### config.mk
export PLATFORM = sky130hd
export DESIGN_NAME = dual_timer_pair
export DESIGN_NICKNAME = d
export VERILOG_FILES = /design/src/rtl/tmr_pkg.sv /design/src/rtl/tmr_sync.sv /design/src/rtl/tmr_channel.sv /design/src/rtl/dual_timer_pair.sv
export SDC_FILE = /design/constraint.sdc
export NUM_CORES = 1
export LEC_CHECK = 0
export BUFFER_PORTS_ARGS = -buffer_cell sky130_fd_sc_hd__buf_2
export CAP_MARGIN = 5
export CORE_MARGIN = 2
export CORE_UTILIZATION = 40
export CTS_BUF_LIST = sky130_fd_sc_hd__clkbuf_8
export CTS_CLUSTER_SIZE = 8
export DETAILED_ROUTE_END_ITERATION = 16
export GPL_TIMING_DRIVEN = 0
export SLEW_MARGIN = 10
export SYNTH_ARGS = -nofsm -noshare
export SYNTH_HDL_FRONTEND = slang
export SYNTH_SLANG_ARGS = --single-unit
export TNS_END_PERCENT = 20
### constraint.sdc
create_clock -name clk -period 4.2 [get_ports clk]
set_clock_uncertainty 0.2 [all_clocks]
set_input_delay 0.63 -clock clk [delete_from_list [all_inputs] [get_ports clk]]
set_output_delay 0.63 -clock clk [all_outputs]
set_load 0.02 [all_outputs]
### src/rtl/tmr_pkg.sv
package tmr_pkg;

  typedef enum logic [1:0] {
    MD_PRE13   = 2'd0,
    MD_CAS16   = 2'd1,
    MD_RELOAD8 = 2'd2,
    MD_SPLIT   = 2'd3
  } tmr_mode_e;

endpackage

### src/rtl/tmr_sync.sv
module tmr_sync #(
  parameter int WIDTH  = 4,
  parameter int STAGES = 2
) (
  input  logic             clk,
  input  logic             rst,
  input  logic [WIDTH-1:0] din,
  output logic [WIDTH-1:0] dout
);

  logic [WIDTH-1:0] stage_q [STAGES];

  always_ff @(posedge clk) begin
    if (rst) begin
      for (int k = 0; k < STAGES; k++) stage_q[k] <= '0;
    end else begin
      stage_q[0] <= din;
      for (int k = 1; k < STAGES; k++) stage_q[k] <= stage_q[k-1];
    end
  end

  assign dout = stage_q[STAGES-1];

endmodule

### src/rtl/tmr_channel.sv
module tmr_channel
  import tmr_pkg::*;
#(
  parameter int W     = 8,
  parameter int PRE   = 5,
  parameter bit SPLIT = 1'b1
) (
  input  logic      clk,
  input  logic      rst,
  input  tmr_mode_e mode,
  input  logic      step_main,
  input  logic      step_aux,
  input  logic      wr_lo,
  input  logic      wr_hi,
  input  logic [W-1:0] wdata,
  output logic [W-1:0] lo,
  output logic [W-1:0] hi,
  output logic      ovf_main,
  output logic      ovf_aux
);

  localparam logic [2*W-1:0] ONE_WIDE = {{(2*W-1){1'b0}}, 1'b1};

  logic [W-1:0] lo_n, hi_n;
  logic         go_m, go_a;

  always_comb begin
    lo_n     = lo;
    hi_n     = hi;
    ovf_main = 1'b0;
    ovf_aux  = 1'b0;
    go_m     = step_main & ~wr_lo & ~wr_hi;
    go_a     = 1'b0;
    unique case (mode)
      MD_PRE13: if (go_m) begin
        lo_n[PRE-1:0] = lo[PRE-1:0] + 1'b1;
        if (&lo[PRE-1:0]) begin
          hi_n = hi + 1'b1;
          if (&hi) ovf_main = 1'b1;
        end
      end
      MD_CAS16: if (go_m) begin
        {hi_n, lo_n} = {hi, lo} + ONE_WIDE;
        if (&{hi, lo}) ovf_main = 1'b1;
      end
      MD_RELOAD8: if (go_m) begin
        if (&lo) begin
          lo_n     = hi;
          ovf_main = 1'b1;
        end else begin
          lo_n = lo + 1'b1;
        end
      end
      MD_SPLIT: if (SPLIT) begin
        go_m = step_main & ~wr_lo;
        go_a = step_aux & ~wr_hi;
        if (go_m) begin
          lo_n = lo + 1'b1;
          if (&lo) ovf_main = 1'b1;
        end
        if (go_a) begin
          hi_n = hi + 1'b1;
          if (&hi) ovf_aux = 1'b1;
        end
      end
      default: ;
    endcase
    if (wr_lo) lo_n = wdata;
    if (wr_hi) hi_n = wdata;
  end

  always_ff @(posedge clk) begin
    if (rst) begin
      lo <= '0;
      hi <= '0;
    end else begin
      lo <= lo_n;
      hi <= hi_n;
    end
  end

  AST_M0_TOP_HOLD: assert property (@(posedge clk) disable iff (rst)
    (mode == MD_PRE13 && !wr_lo) |=> lo[W-1:PRE] == $past(lo[W-1:PRE]));

  AST_M2_RELOAD_KEPT: assert property (@(posedge clk) disable iff (rst)
    (mode == MD_RELOAD8 && !wr_hi) |=> $stable(hi));

  generate
    if (!SPLIT) begin : g_halt
      AST_M3_HALT_HOLD: assert property (@(posedge clk) disable iff (rst)
        (mode == MD_SPLIT && !wr_lo && !wr_hi) |=> ($stable(lo) && $stable(hi)));
    end
  endgenerate

endmodule

### src/rtl/dual_timer_pair.sv
module dual_timer_pair
  import tmr_pkg::*;
#(
  parameter int W      = 8,
  parameter int PRE    = 5,
  parameter int SYNC   = 2,
  parameter int AW     = 3
) (
  input  logic          clk,
  input  logic          rst,
  input  logic          tick_en,
  input  logic [1:0]    cnt_pin,
  input  logic [1:0]    gate_pin,
  input  logic          bus_wr,
  input  logic [AW-1:0] bus_addr,
  input  logic [W-1:0]  bus_wdata,
  output logic [W-1:0]  bus_rdata,
  input  logic [1:0]    int_ack,
  input  logic [1:0]    int_en,
  input  logic          int_glob_en,
  output logic [1:0]    ovf_flag,
  output logic [1:0]    irq
);

  localparam logic [AW-1:0] A_MODE = AW'(0);
  localparam logic [AW-1:0] A_CTRL = AW'(1);
  localparam logic [AW-1:0] A_LO0  = AW'(2);
  localparam logic [AW-1:0] A_HI0  = AW'(3);
  localparam logic [AW-1:0] A_LO1  = AW'(4);
  localparam logic [AW-1:0] A_HI1  = AW'(5);
  localparam int FLD = W / 2;

  logic [W-1:0] mode_q;
  logic [1:0]   tr_q, tf_q, tf_n, set_tf;
  logic [1:0]   gate_b, src_b, gate_lvl, cnt_lvl, samp_q, fall, run, step;
  tmr_mode_e    md [2];
  logic [W-1:0] lo0, hi0, lo1, hi1, rd_mux;
  logic         ovf0_m, ovf0_a, ovf1_m, ovf1_a;
  logic         wr_mode, wr_ctrl, split0;

  assign wr_mode = bus_wr && bus_addr == A_MODE;
  assign wr_ctrl = bus_wr && bus_addr == A_CTRL;

  tmr_sync #(.WIDTH(4), .STAGES(SYNC)) i_sync (
    .clk(clk), .rst(rst),
    .din({gate_pin, cnt_pin}),
    .dout({gate_lvl, cnt_lvl})
  );

  genvar gi;
  generate
    for (gi = 0; gi < 2; gi++) begin : g_ch_ctl
      assign gate_b[gi] = mode_q[FLD*gi+3];
      assign src_b[gi]  = mode_q[FLD*gi+2];
      assign md[gi]     = tmr_mode_e'(mode_q[FLD*gi+1 -: 2]);

      always_ff @(posedge clk) begin
        if (rst)          samp_q[gi] <= 1'b0;
        else if (tick_en) samp_q[gi] <= cnt_lvl[gi];
      end

      assign fall[gi] = tick_en & samp_q[gi] & ~cnt_lvl[gi];
      assign run[gi]  = tr_q[gi] & (~gate_b[gi] | gate_lvl[gi]);
      assign step[gi] = run[gi] & (src_b[gi] ? fall[gi] : tick_en);

      AST_EDGE_RATE: assert property (@(posedge clk) disable iff (rst)
        fall[gi] |=> !fall[gi]);

      AST_ACK_CLEARS: assert property (@(posedge clk) disable iff (rst)
        (int_ack[gi] && !set_tf[gi] && !wr_ctrl) |=> !ovf_flag[gi]);

      AST_IRQ_HAS_FLAG: assert property (@(posedge clk) disable iff (rst)
        irq[gi] |-> ovf_flag[gi]);
    end
  endgenerate

  assign split0 = (md[0] == MD_SPLIT);

  tmr_channel #(.W(W), .PRE(PRE), .SPLIT(1'b1)) i_ch0 (
    .clk(clk), .rst(rst), .mode(md[0]),
    .step_main(step[0]),
    .step_aux(tr_q[1] & tick_en),
    .wr_lo(bus_wr && bus_addr == A_LO0),
    .wr_hi(bus_wr && bus_addr == A_HI0),
    .wdata(bus_wdata),
    .lo(lo0), .hi(hi0), .ovf_main(ovf0_m), .ovf_aux(ovf0_a)
  );

  tmr_channel #(.W(W), .PRE(PRE), .SPLIT(1'b0)) i_ch1 (
    .clk(clk), .rst(rst), .mode(md[1]),
    .step_main(step[1] & ~split0),
    .step_aux(1'b0),
    .wr_lo(bus_wr && bus_addr == A_LO1),
    .wr_hi(bus_wr && bus_addr == A_HI1),
    .wdata(bus_wdata),
    .lo(lo1), .hi(hi1), .ovf_main(ovf1_m), .ovf_aux(ovf1_a)
  );

  assign set_tf = {ovf0_a | ovf1_m | ovf1_a, ovf0_m};

  always_comb begin
    tf_n = tf_q;
    for (int i = 0; i < 2; i++) begin
      if (set_tf[i])       tf_n[i] = 1'b1;
      else if (int_ack[i]) tf_n[i] = 1'b0;
    end
    if (wr_ctrl) tf_n = {bus_wdata[7], bus_wdata[5]};
  end

  always_comb begin
    unique case (bus_addr)
      A_MODE:  rd_mux = mode_q;
      A_CTRL:  rd_mux = {tf_q[1], tr_q[1], tf_q[0], tr_q[0], {(W-4){1'b0}}};
      A_LO0:   rd_mux = lo0;
      A_HI0:   rd_mux = hi0;
      A_LO1:   rd_mux = lo1;
      A_HI1:   rd_mux = hi1;
      default: rd_mux = '0;
    endcase
  end

  always_ff @(posedge clk) begin
    if (rst) begin
      mode_q    <= '0;
      tr_q      <= '0;
      tf_q      <= '0;
      irq       <= '0;
      bus_rdata <= '0;
    end else begin
      if (wr_mode) mode_q <= bus_wdata;
      if (wr_ctrl) tr_q   <= {bus_wdata[6], bus_wdata[4]};
      tf_q      <= tf_n;
      irq       <= tf_n & int_en & {2{int_glob_en}};
      bus_rdata <= rd_mux;
    end
  end

  assign ovf_flag = tf_q;

  AST_CH1_FROZEN_SPLIT: assert property (@(posedge clk) disable iff (rst)
    (split0 && !(bus_wr && (bus_addr == A_LO1 || bus_addr == A_HI1)))
      |=> ($stable(lo1) && $stable(hi1)));

  AST_GATE_BLOCKS: assert property (@(posedge clk) disable iff (rst)
    (gate_b[0] && !gate_lvl[0] && !split0 &&
     !(bus_wr && (bus_addr == A_LO0 || bus_addr == A_HI0)))
      |=> ($stable(lo0) && $stable(hi0)));

endmodule

==> flow_summary.ini, run 1 <==
[route]
drtIter0Drc = 303
drc = 0
wl_um = 13400
dr.pass1.iters = 6
vias = 4094
viasPerCell = 6.05
final_antenna_net_count = 0
wl_per_cell_um = 19.8

[clock_tree]
cts_root_buf = clkbuf_8
cts_sinks = 64
cts_buffers = 9
cts-hold-fix-buffers = 0
post_cts_resized = 0
cts_max_path_buffers = 2
clkLatencyLatePin_ns = 0.36
cts_tree = done
clkTransAtPathRegs_ns = 0.08
htreeDepth = 3
post-cts-setup-buffer-count = 0

[timing]
rsz0062_at_grt = false
fin_setup_tns_ns = 0
layout_setup_ws_ns = 1.24
clock.fmax_mhz = 338
finalSetupViolCount = 0
final_hold_viol_count = 0
post-route-min-period_ns = 2.96
slew-limit-headroom_pct = 16.4
worst_pin_slew_ns = 1.23
drv_slew = 0
period_share_pct = 70.5

[synth]
synth_warnings = 0
syn_area_per_cell_um2 = 8.16
ys.flop_type = dfxtp_1
ys_ff_latch = 64
synth-seq-area-share_pct = 31.8
synth_top_area_share_pct = 31.8
yosysUniqueCellTypes = 67
syn_area_mm2 = 0.00403
synth-edff-count = 0
postSynthCellCount = 493
async_flop_share_pct = 0
synth.area.top_cells = dfxtp_1, ha_1, nand2_1, nor2_1, o21ai_0
synth_nets = 532
yosysTopAreaCell = dfxtp_1

[outcome]
status = completed

[global_routing]
grt_antenna_before_repair = 0
grt_start_max_net_pins = 12
grt.total_usage_pct = 25.1
grt_pass1_vias = 3835
grt_pass1_wl_um = 21400
gr-total-overflow = 0

[power]
internal-power_uw = 1030
p_comb_share_pct = 10.9
irDropWorstVdd_uv = 166
finalPower_uw = 1400
p_sw_share_pct = 26.7
switchingPower_uw = 376
clkPwrFrac_pct = 43.0
power_density_mw_per_mm2 = 306
total_leakage_power_uw = 0.00163
sequentialPowerShare_pct = 46.2

[hold_path]
whs_path_depth = 1
min_path_type = register to register

[floorplanning]
coreArea_mm2 = 0.00977
die_h_um = 104
rows = 36
initial_utilization_pct = 41.2
die_x_um = 104
io_pins = 36
die_area_mm2 = 0.0109

[critical_path]
crit_arrival_ns = 3.05
reg2regPathDepth = 8
crit_required_ns = 4.29
critPathKind = register to register
end_kind = register
crit_fanout = 7
startpoint_type = register

[place]
place_ws_ns = 1.27
port-buffer-count = 35
dpl.hpwl_um = 9730
dp.cells = 661
gp_congestion = 0.972

[cells_and_area]
final_cell_mix = dfxtp_1, nand2_1, buf_2
syn2layout_area_growth_pct = 14.0
layout_commonest_cell = dfxtp_1
post_route_cells_drive_above_1_share_pct = 15.4
stdcell_count = 677
num-nets-final = 578
antenna_cells = 0

[job]
cap_violations = 0
-- area by class of cell --
| type | count | area [um^2] |
|---|---|---|
| inverters | 18 | 67.6 |
| flip-flops and latches | 64 | 1280 |
| clock inverters | 6 | 83.8 |
| plain buffers | 33 | 184 |
| clock buffers | 10 | 138 |
| repair buffers | 35 | 175 |
| multi-input cells | 378 | 2490 |
| well taps | 133 | 166 |
| fillers | 997 | 5190 |
-- worst max-delay path, stage by stage (launching register included) --
cell,delay (ns)
dfxtp_1,0.50
ha_1,0.30
and3_1,0.18
ha_1,0.18
inv_1,0.05
a222oi_1,0.46
o211ai_1,0.31
or4_1,0.54
a31oi_1,0.16
-- power groups by stage --
stage          combinational (uW)  clock [uW]  sequential (uW)
2_1_floorplan                93.4           0              654
3_3_place_gp                  147           0              661
6_report                      153         604              648
4_1_cts                       150         614              647
5_1_grt                       167         637              650
3_5_place_dp                  149           0              661
-- sequential cells by signal (all words and copies together) (netlist names) --
name,count
bus_rdata,8
i_ch0.hi,8
i_ch0.lo,8
i_ch1.hi,8
i_ch1.lo,8
i_sync.stage_q,8
mode_q,8
irq,2
ovf_flag,2
samp_q,2
tr_q,2
-- cell families (layout without fill, tap and decap cells) --
logic type	Yosys count	in the layout	synth area share (%)
fa+ha+maj	15	15	4.66
flops	64	64	31.8
buf+inv	51	102	6.25
simple gates	196	196	25.5
xor+xnor	13	13	2.83
mux	15	15	4.57
compound gates	139	139	24.3
-- through the flow --
stage	hold slack, ns	utilization, %	cell area, um^2
2_1_floorplan	0.214	-	4030
3_3_place_gp	0.217	44.7	4370
3_5_place_dp	0.225	44.7	4370
4_1_cts	0.244	46.9	4590
5_1_grt	0.265	46.9	4590
6_report	0.242	46.9	4590
-- per-layer routing --
metal / track usage [%] / wire [um]
met5: 0 / 0
met3: 5.76 / 1140
met4: 10.7 / 534
met2: 39.0 / 6150
met1: 33.3 / 5590
-- final timing paths --
kind                                           start                    to  slack, ns
worst max-delay path                     i_ch0.lo[0]           i_ch0.hi[5]       1.24
worst min-delay path            i_sync.stage_q[0][1]  i_sync.stage_q[0][5]       0.24
worst max register to register           i_ch0.lo[0]           i_ch0.hi[5]       1.24
worst min register to register  i_sync.stage_q[0][1]  i_sync.stage_q[0][5]       0.24
-- cell usage after synthesis, drive strengths merged, types with 3 or more instances --
master / number
clkbuf: 22
ha: 15
a32o: 5
buf: 11
a21oi: 24
xnor2: 11
a222oi: 3
a2111oi: 4
a22oi: 7
a211oi: 12
a221oi: 4
or3: 7
nor4: 10
o21ai: 29
nor3: 13
nand2: 45
a311oi: 5
a211o: 5
nor2: 39
dfxtp: 64
a221o: 4
nand2b: 3
a31oi: 9
nand4: 10
a22o: 3
mux2i: 6
inv: 18
or2: 9
nand3: 25
a32oi: 4
and3: 7
mux2: 7
nor2b: 13
No activity file was read; power rests on OpenSTA's default activity.
==> run 2, diff against run 1 <==
- ABC_AREA: not set -> 1
- clock period: 4.2 -> 2.8 ns (I/O delays scaled with it)
==> flow_summary.ini, run 2 <==
[route]
viasPerCell = 5.32
wl_um = 14400
vias = 4678
dr.pass1.iters = 5
final_antenna_net_count = 0
drc = 0
wl_per_cell_um = 16.3
drtIter0Drc = 451

[place]
dp.cells = 865
placed_cell_area_mm2 = 0.00465
dpl.hpwl_um = 10800
gp_congestion = 0.944
port-buffer-count = 33

[synth]
synth.area.top_cells = dfxtp_1, nand2_1, nor2_1, inv_1, nand3_1
synth_nets = 735
synth-seq-area-share_pct = 29.7
synth-edff-count = 0
async_flop_share_pct = 0
yosysTopAreaCell = dfxtp_1
postSynthCellCount = 696
synth_top_area_share_pct = 29.7
ys_ff_latch = 64
syn_area_mm2 = 0.00431
ys.flop_type = dfxtp_1
synth_common_cells = nand2_1, nor2_1, inv_1
synth_warnings = 0
synth.most_common_cell = nand2_1
yosysUniqueCellTypes = 40
syn_area_per_cell_um2 = 6.20

[power]
power_density_mw_per_mm2 = 421
total_leakage_power_uw = 0.00216
irDropWorstVdd_uv = 331

[clock_tree]
cts-hold-fix-buffers = 0
htreeDepth = 3
cts_sinks = 64
cts_tree = done
cts_max_path_buffers = 2
clkTransAtPathRegs_ns = 0.08
cts_buffers = 9
clkLatencyLatePin_ns = 0.39
post-cts-setup-buffer-count = 0
cts_root_buf = clkbuf_8
post_cts_resized = 0

[critical_path]
crit_required_ns = 2.92
end_kind = register
critPathKind = register to register
startpoint_type = register
crit_fanout = 6
crit_arrival_ns = 2.43

[global_routing]
grtUsageMet1_pct = 34.7
grt_antenna_before_repair = 0
grt_busiest_layer = met2
global_route.usage.met3_pct = 6.23
grt.total_usage_pct = 26.0
gr-total-overflow = 0
grt_use_met2_pct = 40.5
grt_pass1_wl_um = 22600
grt_pass1_vias = 4271
grt_start_max_net_pins = 12

[timing]
final_hold_viol_count = 0
rsz0062_at_grt = false
fin_setup_tns_ns = 0
slew-limit-headroom_pct = 52.6
post-route-min-period_ns = 2.31
drv_slew = 0
worst_pin_slew_ns = 0.711
whs_ns = 0.0381
clock.fmax_mhz = 433
finalSetupViolCount = 0
period_share_pct = 82.6

[floorplanning]
initial_utilization_pct = 41.4
die_area_mm2 = 0.0116
die_x_um = 108
coreArea_mm2 = 0.0104
die_h_um = 108
io_pins = 36
rows = 37

[hold_path]
min_path_type = input pin to register

[cells_and_area]
utilization_pct = 46.3
post_route_cells_drive_above_1_share_pct = 11.2
antenna_cells = 0
layout_commonest_cell = nand2_1
fillers = 1140
final_cell_mix = nand2_1, nor2_1, inv_1
syn2layout_area_growth_pct = 11.8
num-nets-final = 779
stdcell_count = 880
postLayoutCellArea_mm2 = 0.00482

[job]
cap_violations = 0

[outcome]
status = completed
-- run 2: cell count changes after synthesis, moves of 9 or more --
cell,change
nor2b_1,-13
nand2_1,+134
o22ai_1,+11
nor2_1,+60
o21ai_0,+9
nand3_1,+37
clkbuf_1,-11
inv_1,+66
nor3_1,+9
xnor2_1,-10
nor4_1,-9
-- run 2: final timing paths --
check	cells after the start	end	startpoint	slack, ns
worst max-delay path	12	i_ch1.hi[4]	i_ch1.lo[0]	0.49
worst min-delay path	3	i_sync.stage_q[0][1]	cnt_pin[1]	0.04
worst max register to register	12	i_ch1.hi[4]	i_ch1.lo[0]	0.49
worst min register to register	2	i_sync.stage_q[0][6]	i_sync.stage_q[0][2]	0.20
-- run 2: cell families (layout without fill, tap and decap cells) --
family | count (synthesis) | in the layout | synth area share, %
AND/OR/NAND/NOR | 392 | 392 | 39.8
buffers and inverters | 108 | 156 | 9.98
AO/OA/AOI/OAI | 106 | 106 | 14.0
flip-flops | 64 | 64 | 29.7
adder cells (fa/ha/maj) | 15 | 15 | 4.35
XOR/XNOR | 11 | 11 | 2.23
-- run 2: metal layers --
metal	up-vias	routed length [um]	share of wire, %
li1	2352	-	-
met1	2101	6410	45
met2	191	6430	45
met3	34	1110	7.7
met4	0	440	3.1
met5	-	0	0
-- run 2: critical path, stage by stage, from the launching register on --
cell	delay [ns]
dfxtp_1	0.45
ha_1	0.23
nand2_1	0.10
nor2_1	0.19
ha_1	0.22
nand2_1	0.05
o21ai_0	0.09
nand3_2	0.21
nor2_4	0.20
inv_2	0.08
nor2_1	0.11
nor2_1	0.04
nor2_1	0.07
-- run 2: final cells by class --
cell class              count  area [um^2]  share of cell area, %
flip-flops and latches     64         1280                   26.6
multi-input cells         524         2600                   54.0
clock buffers              10          138                   2.85
plain buffers              17         88.8                   1.84
well taps                 136          170                   3.53
inverters                  91          342                   7.08
clock inverters             5         35.0                  0.727
repair buffers             33          165                   3.43
-- run 2: per-stage QoR --
| stage | worst slack [ns] | total power [uW] |
|---|---|---|
| after floorplan | 0.887 | 1190 |
| after global placement | 0.534 | 1290 |
| after detailed placement | 0.522 | 1290 |
| after CTS | 0.513 | 2040 |
| after global routing | 0.254 | 2120 |
| final | 0.488 | 2030 |
-- run 2: power breakdown --
group	total [uW]	internal [uW]	leakage (uW)	switching (uW)
clock	750	338	0.0000818	412
sequential	975	944	0.000521	31.1
combinational	305	95.9	0.00156	209
total	2030	1380	0.00216	652
